## src/rtl/rxf_pkg.sv

```systemverilog
package rxf_pkg;
  localparam logic [31:0] CRC_POLY = 32'h04C1_1DB7;

  localparam logic [2:0] OFS_MODE  = 3'd0;
  localparam logic [2:0] OFS_STA_L = 3'd1;
  localparam logic [2:0] OFS_STA_H = 3'd2;
  localparam logic [2:0] OFS_HSH_L = 3'd3;
  localparam logic [2:0] OFS_HSH_H = 3'd4;

  // bit 0 promiscuous, 1 all multicast, 2 hash, 3 broadcast block
  typedef struct packed {
    logic bc_block;
    logic hash_en;
    logic all_mc;
    logic promisc;
  } rxf_mode_t;

  // One byte through the CRC register, LSB of the byte first.
  function automatic logic [31:0] crc_step(input logic [31:0] c, input logic [7:0] d);
    logic [31:0] r;
    logic        fb;
    r = c;
    for (int i = 0; i < 8; i++) begin
      fb = r[31] ^ d[i];
      r  = {r[30:0], 1'b0} ^ (fb ? CRC_POLY : 32'h0);
    end
    return r;
  endfunction
endpackage

```

## src/rtl/rxf_regs.sv

```systemverilog
module rxf_regs
  import rxf_pkg::*;
#(
  parameter int DW     = 32,
  parameter int AW     = 3,
  parameter int NB     = 6,
  parameter int HASH_W = 64
) (
  input  logic              clk,
  input  logic              rst,
  input  logic              we,
  input  logic [AW-1:0]     addr,
  input  logic [DW-1:0]     wdata,
  output rxf_mode_t         mode,
  output logic [8*NB-1:0]   station,
  output logic [HASH_W-1:0] hash
);
  localparam int SW  = 8 * NB;
  localparam int SHW = SW - DW;
  localparam int MW  = $bits(rxf_mode_t);

  logic [DW-1:0]  sta_lo, hsh_lo, hsh_hi;
  logic [SHW-1:0] sta_hi;
  logic           unused_wbits;

  assign unused_wbits = ^wdata;

  always_ff @(posedge clk) begin
    if (rst) begin
      mode   <= '0;
      sta_lo <= '0;
      sta_hi <= '0;
      hsh_lo <= '0;
      hsh_hi <= '0;
    end else if (we) begin
      case (addr)
        OFS_MODE:  mode   <= rxf_mode_t'(wdata[MW-1:0]);
        OFS_STA_L: sta_lo <= wdata;
        OFS_STA_H: sta_hi <= wdata[SHW-1:0];
        OFS_HSH_L: hsh_lo <= wdata;
        OFS_HSH_H: hsh_hi <= wdata;
        default: ;
      endcase
    end
  end

  assign station = {sta_hi, sta_lo};
  assign hash    = {hsh_hi, hsh_lo};

  // a mode write lands the next cycle
  a_r10_mode_write: assert property (@(posedge clk) disable iff (rst)
    (we && addr == OFS_MODE) |=> (mode == $past(wdata[MW-1:0])));
  // offsets beyond the map leave the mode untouched
  a_r10_no_alias: assert property (@(posedge clk) disable iff (rst)
    (we && addr > OFS_HSH_H) |=> $stable(mode));
endmodule

```

## src/rtl/rxf_capture.sv

```systemverilog
module rxf_capture
  import rxf_pkg::*;
#(
  parameter int NB = 6,
  parameter int HB = 6
) (
  input  logic            clk,
  input  logic            rst,
  input  logic            sof,
  input  logic            vld,
  input  logic [7:0]      din,
  output logic [8*NB-1:0] addr_q,
  output logic [HB-1:0]   hidx,
  output logic            done_q
);
  localparam int CW = $clog2(NB + 1);
  localparam logic [CW-1:0] LAST = CW'(NB - 1);
  localparam logic [CW-1:0] IDLE = CW'(NB);

  logic [CW-1:0] cnt;
  logic [CW-1:0] pos;
  logic [31:0]   crc_q;
  logic          take;
  logic          unused_crc;

  assign take = vld && (sof || cnt < IDLE);
  assign pos  = sof ? '0 : cnt;

  always_ff @(posedge clk) begin
    if (rst) begin
      cnt    <= IDLE;
      crc_q  <= '1;
      addr_q <= '0;
      done_q <= 1'b0;
    end else begin
      done_q <= take && (pos == LAST);
      if (take) begin
        crc_q <= crc_step(sof ? 32'hFFFF_FFFF : crc_q, din);
        addr_q[int'(pos)*8 +: 8] <= din;
        cnt <= pos + 1'b1;
      end
    end
  end

  assign hidx       = crc_q[31 -: HB];
  assign unused_crc = ^crc_q[31-HB:0];

  // completion only follows a taken byte
  a_r2_done_src: assert property (@(posedge clk) disable iff (rst)
    done_q |-> $past(vld));
  // an idle input cycle never completes an address
  a_r11_gap_hold: assert property (@(posedge clk) disable iff (rst)
    !vld |=> !done_q);
endmodule

```

## src/rtl/rxf_decide.sv

```systemverilog
module rxf_decide
  import rxf_pkg::*;
#(
  parameter int NB     = 6,
  parameter int HASH_W = 64,
  parameter int HB     = $clog2(HASH_W)
) (
  input  logic              clk,
  input  logic              rst,
  input  logic              done_i,
  input  logic [8*NB-1:0]   addr_i,
  input  logic [HB-1:0]     hidx_i,
  input  rxf_mode_t         mode_i,
  input  logic [8*NB-1:0]   station_i,
  input  logic [HASH_W-1:0] hash_i,
  output logic              res_valid,
  output logic              res_accept,
  output logic              res_mcast
);
  logic is_mc, is_bc, uc_hit, h_bit, keep;

  assign is_mc  = addr_i[0];
  assign is_bc  = &addr_i;
  assign uc_hit = (addr_i == station_i);
  assign h_bit  = hash_i[hidx_i];

  always_comb begin
    if (mode_i.promisc)     keep = 1'b1;
    else if (is_bc)         keep = !mode_i.bc_block;
    else if (is_mc)         keep = mode_i.all_mc || (mode_i.hash_en && h_bit);
    else                    keep = uc_hit;
  end

  always_ff @(posedge clk) begin
    if (rst) begin
      res_valid  <= 1'b0;
      res_accept <= 1'b0;
      res_mcast  <= 1'b0;
    end else begin
      res_valid  <= done_i;
      res_accept <= done_i && keep;
      res_mcast  <= done_i && is_mc;
    end
  end

  // the strobe lasts one cycle
  a_r2_one_cycle: assert property (@(posedge clk) disable iff (rst)
    res_valid |=> !res_valid);
  // flags are only raised with the strobe
  a_r3_flags_qualified: assert property (@(posedge clk) disable iff (rst)
    (res_accept || res_mcast) |-> res_valid);
  // promiscuous always accepts
  a_r5_promisc: assert property (@(posedge clk) disable iff (rst)
    (res_valid && $past(mode_i.promisc)) |-> res_accept);
  // blocked broadcast is dropped outside promiscuous mode
  a_r9_bc_block: assert property (@(posedge clk) disable iff (rst)
    (res_valid && $past(is_bc && mode_i.bc_block && !mode_i.promisc)) |-> !res_accept);
endmodule

```

## src/rtl/rx_addr_filter.sv

```systemverilog
module rx_addr_filter
  import rxf_pkg::*;
#(
  parameter int NB     = 6,
  parameter int HASH_W = 64,
  parameter int DW     = 32,
  parameter int AW     = 3
) (
  input  logic          clk,
  input  logic          rst,
  input  logic          reg_we,
  input  logic [AW-1:0] reg_addr,
  input  logic [DW-1:0] reg_wdata,
  input  logic          rx_sof,
  input  logic          rx_vld,
  input  logic [7:0]    rx_byte,
  output logic          res_valid,
  output logic          res_accept,
  output logic          res_mcast
);
  localparam int HB = $clog2(HASH_W);
  localparam int SW = 8 * NB;

  rxf_mode_t         mode;
  logic [SW-1:0]     station;
  logic [HASH_W-1:0] hash;
  logic [SW-1:0]     addr_q;
  logic [HB-1:0]     hidx;
  logic              done_q;

  rxf_regs #(.DW(DW), .AW(AW), .NB(NB), .HASH_W(HASH_W)) u_regs (
    .clk(clk), .rst(rst), .we(reg_we), .addr(reg_addr), .wdata(reg_wdata),
    .mode(mode), .station(station), .hash(hash)
  );

  rxf_capture #(.NB(NB), .HB(HB)) u_cap (
    .clk(clk), .rst(rst), .sof(rx_sof), .vld(rx_vld), .din(rx_byte),
    .addr_q(addr_q), .hidx(hidx), .done_q(done_q)
  );

  rxf_decide #(.NB(NB), .HASH_W(HASH_W), .HB(HB)) u_dec (
    .clk(clk), .rst(rst), .done_i(done_q), .addr_i(addr_q), .hidx_i(hidx),
    .mode_i(mode), .station_i(station), .hash_i(hash),
    .res_valid(res_valid), .res_accept(res_accept), .res_mcast(res_mcast)
  );
endmodule

```

## config.mk

```make
export PLATFORM = sky130hd
export DESIGN_NAME = rx_addr_filter
export DESIGN_NICKNAME = d
export VERILOG_FILES = /design/src/rtl/rxf_pkg.sv /design/src/rtl/rxf_regs.sv /design/src/rtl/rxf_capture.sv /design/src/rtl/rxf_decide.sv /design/src/rtl/rx_addr_filter.sv
export SDC_FILE = /design/constraint.sdc
export NUM_CORES = 1
export LEC_CHECK = 0
export ABC_AREA = 0
export BUFFER_PORTS_ARGS = -buffer_cell sky130_fd_sc_hd__buf_2
export CAP_MARGIN = 40
export CORE_UTILIZATION = 50
export DETAILED_ROUTE_END_ITERATION = 12
export HOLD_SLACK_MARGIN = 0.05
export PLACE_DENSITY = 0.79
export SYNTH_ARGS = -nofsm -noshare
export SYNTH_HDL_FRONTEND = slang
export SYNTH_SLANG_ARGS = --single-unit
```

## constraint.sdc

```tcl
create_clock -name clk -period 2.75 [get_ports clk]
set_input_delay 0.55 -clock clk [delete_from_list [all_inputs] [get_ports clk]]
set_output_delay 0.55 -clock clk [all_outputs]
set_load 0.02 [all_outputs]
```

; ---- Word-level counts from Yosys, hierarchy flattened
; Index checks and enable logic that the tools add are counted.
[op_classes]
add_sub_neg = 2
order_cmp = 2
eq_ne = 6
shift = 2
muxes = 16
bitwise = 16
reduce_logical = 15
[op_table]
columns = op, count
row1 = $xor 32x32->32, 8
row2 = $mux 27, 8
row3 = $bwmux 48, 1
row4 = $eq 48x48->1, 1
row5 = $reduce_and 48->1, 1
row6 = $shift 8x33->48 const A, 1
row7 = $shiftx 8x33->48, 1
row8 = $neg 6->33, 1
row9 = $mux 32, 1
row10 = $reduce_and 2->1, 5
row11 = $xor 1x1->1, 8
row12 = $lt 6x7->1 const B, 1
row13 = $bmux 1 s6, 1
row14 = $eq 3x2->1 const B, 2
row15 = $eq 3x3->1 const B, 2
row16 = $logic_and 1x1->1, 5
row17 = $mux 1, 4
row18 = $add 3x1->3 const B, 1
row19 = $eq 3x1->1 const B, 1
row20 = $logic_not 3->1, 1
row21 = $lt 3x3->1 const B, 1
row22 = $mux 3, 1
row23 = $logic_or 1x1->1, 2
row24 = $logic_not 1->1, 1
[word_totals]
regBits = 203
out_inout_bits = 3

; ---- Depth between registers and ports, before layout
[depth]
ltp_word = 25
mapped_depth = 10
mapped_depth_nobuf = 9

; ---- Hierarchy
; A second synthesis with hierarchy kept.
[hier_totals]
cells_unflattened = 1019
hier_area_um2 = 10236.1
[modules_own_cells]
columns = mod, n_inst, cells_per_inst, area_each_um2, seq_area_each_um2
row1 = rxf_regs, 1, 417, 4629.4, 2322.2
row2 = rxf_capture, 1, 464, 4299.1, 1681.6
row3 = rxf_decide, 1, 138, 1307.5, 60.1

; ---- Least setup slack after synthesis
; OpenSTA, ideal clock, no wires.
[synth_path]
path_kind = in2reg
startpoint = input port rx_sof
endpoint = register u_cap.addr_q[0]
setup_ns = 0.128
t_arrival_ns = 2.524
required_time_ns = 2.622
setup_slack_ns = 0.098
cell_stages = 9
path_buffers = 2
path_cell_list = buf_4 > buf_2 > nand2b_1 > ha_1 > ha_1 > nor4bb_1 > nand4_1 > mux2i_1 > nor2_1
[synth_via]
elab_chain_cells = 4
[synth_rtl]
columns = item, line_no
row1 = start: declaration, rx_addr_filter.sv:14  ; input logic rx_sof,
row2 = $mux 3, rxf_capture.sv:27  ; assign pos = sof ? '0 : cnt;
row3 = $neg 6->33, rxf_capture.sv:39  ; addr_q[int'(pos)*8 +: 8] <= din;
row4 = $shiftx 8x33->48 or $shift 8x33->48 (tied branches), rxf_capture.sv:39
row5 = $bwmux 48, rxf_capture.sv:39
row6 = end signal: indexed assignment, rxf_capture.sv:39
row7 = end: declaration, rxf_capture.sv:12  ; output logic [8*NB-1:0] addr_q,
; Parallel ways exist; a longest one is shown, timed or not.
; A chain may end at the register's enable or synchronous reset.

; ---- Worst setup path after layout
[layout_path]
startpoint = register u_cap.crc_q[26]
endpoint = register u_dec.res_accept
[layout_via]
elab_chain_cells = 8
[layout_rtl]
columns = item, line_no
row1 = start: declaration, rxf_capture.sv:22  ; logic [31:0] crc_q;
row2 = start signal: assignment, rxf_capture.sv:38  ; crc_q <= crc_step(sof ? 32'hFFFF_FFFF : crc_q, din);
row3 = $bmux 1 s6, rxf_decide.sv:25  ; assign h_bit = hash_i[hidx_i];
row4 = $mux 1 (not written as such), rxf_decide.sv:25
row5 = $logic_and 1x1->1, rxf_decide.sv:30  ; else if (is_mc) keep = mode_i.all_mc || (mode_i.hash_en && h_bit);
row6 = $logic_or 1x1->1, rxf_decide.sv:30
row7 = $mux 1, rxf_decide.sv:30
row8 = $mux 1, rxf_decide.sv:29  ; else if (is_bc) keep = !mode_i.bc_block;
row9 = $mux 1, rxf_decide.sv:28  ; if (mode_i.promisc) keep = 1'b1;
row10 = $logic_and 1x1->1, rxf_decide.sv:41  ; res_accept <= done_i && keep;
row11 = end signal: assignment, rxf_decide.sv:41
row12 = end: declaration, rxf_decide.sv:17  ; output logic res_accept,
; No other way between the ends. The select of a mux whose other input is x is not followed.

==> flow_summary.json <==
{
  "cp_top_family": "multiplexers",
  "switchingPower_w": 0.00204,
  "internal-power_w": 0.00568,
  "crit_top_cell": "mux4_2",
  "finish.utilization_pct": 57.6,
  "syn_to_final_growth_pct": 13.2,
  "avgSynthCellArea_um2": 8.72,
  "ys.flop_type": "dfxtp_1",
  "synthArstFlopShare_pct": 0,
  "rows": 50,
  "path_buf_inv": 1,
  "maxCapViolations": 0,
  "rsz0062_at_grt": "false",
  "tightest_slew_ns": 0.883,
  "grt_pass1_vias": 7501,
  "fin_crit_sh_pct": 81.3,
  "port-buffer-count": 50,
  "status": "complete, no violations",
  "avgViaCountPerCell": 5.66,
  "crit_chain": "buf_4, mux4_2, mux2i_1, mux4_2, or3_1, a21oi_1",
  "synth_enable_flop_cells": 0,
  "dieWidth_um": 140,
  "critPathSlowestCell": "dfxtp_1",
  "dieArea_um2": 19500,
  "critPathKind": "flip-flop to flip-flop",
  "slew_violations": 0,
  "p_leak_nw": 4.29,
  "post-route-min-period_ns": 2.23,
  "grt_antenna_before_repair": 0,
  "start_util_pct": 50.9,
  "place_inst": 1326,
  "pwr-share-clk_pct": 42.6,
  "cts_made_buffers": 22,
  "synth_most_common_cell": "nand2_1",
  "fin_nets": 1168,
  "ys_types": 56,
  "fmax_mhz": 447,
  "post_cts_buffers": 0,
  "synth_area_um2": 9480,
  "clock-sinks": 203,
  "hold_violations": 0,
  "drive_above_1_share_pct": 13.3,
  "drtAntennaViolNets": 0,
  "critPathMaxFanout": 8,
  "ir_drop_v": 0.000417,
  "io-pin-count": 51,
  "synth-seq-area-share_pct": 42.8,
  "clk_path_buf_depth": 3,
  "totalWireLength_um": 24400,
  "seq_power_share_pct": 40.9,
  "drc": 0,
  "dp_hpwl_um": 16700,
  "worst-endpoint-required_ns": 3.19,
  "gp_congestion": 0.926,
  "ys_ff_latch": 203,
  "synth_top_cell_area_share_pct": 42.8,
  "switching_share_pct": 26.4,
  "dr.pass1.iters": 5,
  "core_area_um2": 18600,
  "ys_warn_count": 0,
  "synthCells": 1088,
  "clkTransAtPathRegs_ns": 0.06,
  "clock-root-buffer": "clkbuf_16",
  "drt-wirelength-per-cell_um": 17.9,
  "fin_cells": 1366,
  "cp-end-kind": "flip-flop",
  "htreeDepth": 1,
  "cts_tree": "built",
  "synth.top_cells.by_count": "nand2_1 (263), dfxtp_1 (203), a21oi_1 (126)",
  "cts_resized": 0,
  "insertion_delay_ns": 0.53,
  "grt_max_degree": 172,
  "via_count": 7725,
  "dieHeight_um": 140,
  "setup_viol": 0,
  "cpPeakStageDelay_ns": 0.55,
  "combPwrFrac_pct": 16.5,
  "grt_pass1_wl_um": 39500,
  "cts-hold-fix-buffers": 0,
  "slew-limit-headroom_pct": 41.1,
  "power_density_nw_per_um2": 719,
  "grtUsageTotal_pct": 25.4,
  "hold_class": "input pin to flip-flop",
  "overflow": 0,
  "synth_fp_nets": 1140,
  "diodes": 0,
  "worstSetupStartpointType": "flip-flop",
  "skew_ns": 0.0348,
  "ys_top_cells_by_area": "dfxtp_1 (43%), nand2_1 (10%), a21oi_1 (6.6%)",
  "yosysTopAreaCell": "dfxtp_1",
  "arrival_ns": 2.67,
  "drt_iter0_markers": 651,
  "tns_ns": 0
}
[cell type report]
type / instances / area (µm²)
inverters: 12 / 45.0
well taps: 234 / 293
repair buffers: 75 / 453
clock buffers: 31 / 644
flip-flops and latches: 203 / 4060
fillers: 1651 / 7910
multi-input cells: 802 / 5060
clock inverters: 9 / 176
[path summary, 6_finish.rpt]
check | from | endpoint | slack (ns) | depth (start not counted)
setup / recovery | u_cap.crc_q[26] | u_dec.res_accept | 0.52 | 6
hold / removal | reg_wdata[22] | u_regs.hsh_hi[22] | 0.29 | 3
setup reg to reg | u_cap.crc_q[26] | u_dec.res_accept | 0.52 | 6
hold reg to reg | u_regs.hsh_lo[30] | u_regs.hsh_lo[30] | 0.45 | 2
[power groups by stage]
| stage | clock, W | sequential, W | combinational [W] |
|---|---|---|---|
| after CTS | 0.00333 | 0.00316 | 0.00128 |
| after global placement | 0 | 0.00321 | 0.00124 |
| final | 0.00328 | 0.00316 | 0.00128 |
| after global routing | 0.00345 | 0.00317 | 0.00138 |
| after floorplan | 0 | 0.00317 | 0.00101 |
| after detailed placement | 0 | 0.00322 | 0.00126 |
[cells by family (layout without fill, tap and decap cells)]
logic type / Yosys count / after routing / synth area share (%)
buf+inv: 83 / 127 / 3.87
xor+xnor: 115 / 115 / 13.1
compound gates: 174 / 174 / 10.5
fa+ha+maj: 4 / 4 / 0.528
mux: 70 / 70 / 9.37
flops: 203 / 203 / 42.8
simple gates: 439 / 439 / 19.8
[per-stage QoR]
stage               hold WS (ns)  instance area, µm²  worst slack, ns  total power, W
finish                     0.295               10700            0.515         0.00772
global placement           0.439                9920            0.303         0.00445
detailed placement         0.447                9920            0.237         0.00448
floorplan                  0.433                9480           0.0981         0.00418
CTS                        0.279               10700            0.476         0.00776
global route               0.291               10700            0.358         0.00800
[state kept, by name, summed over array words and instances (netlist names)]
name / count
u_cap.addr_q: 48
u_cap.cnt: 3
u_cap.crc_q: 32
u_cap.done_q: 1
u_dec.res_accept: 1
u_dec.res_mcast: 1
u_dec.res_valid: 1
u_regs.hsh_hi: 32
u_regs.hsh_lo: 32
u_regs.mode: 4
u_regs.sta_hi: 16
u_regs.sta_lo: 32
[cell usage in the layout, fill, tap and decap left out, types with 2 or more instances in the layout]
master and n:
clkbuf_1 3, xnor2_4 6, inv_1 10, o21ai_1 3, nor2_1 86, clkbuf_16 22
xnor2_1 65, a21oi_1 126, nand3_1 15, buf_4 25, nand3b_1 2, mux2i_1 55
dfxtp_1 203, a211o_1 3, ha_1 4, o211ai_1 25, a22oi_1 2, nor2b_1 6
nand4_1 20, and3_1 4, and2_1 15, xnor3_1 4, nor4_1 9, nor2_2 4
buf_2 49, clkinv_1 2, xor2_1 31, xor2_2 2, mux4_2 15, nand2_1 263
o311ai_1 3, clkbuf_8 6, nand2b_1 6, bufinv_16 4, xnor2_2 7, o21ai_0 2
clkinv_2 3
[worst min-delay path, stage by stage]
cell	delay [ns]
buf_2	0.12
nand2_1	0.05
a21oi_1	0.05
[per-layer routing]
| layer | up-vias | wire (µm) | GRT usage, % | part of all wire (%) |
|---|---|---|---|---|
| met3 | 69 | 1300 | 3.65 | 5.3 |
| met1 | 3701 | 10300 | 32.3 | 42 |
| met5 | - | 0 | 0 | 0 |
| li1 | 3699 | - | - | - |
| met2 | 256 | 11700 | 43.1 | 48 |
| met4 | 0 | 1070 | 10.6 | 4.4 |
(Power assumes the default switching activity.)
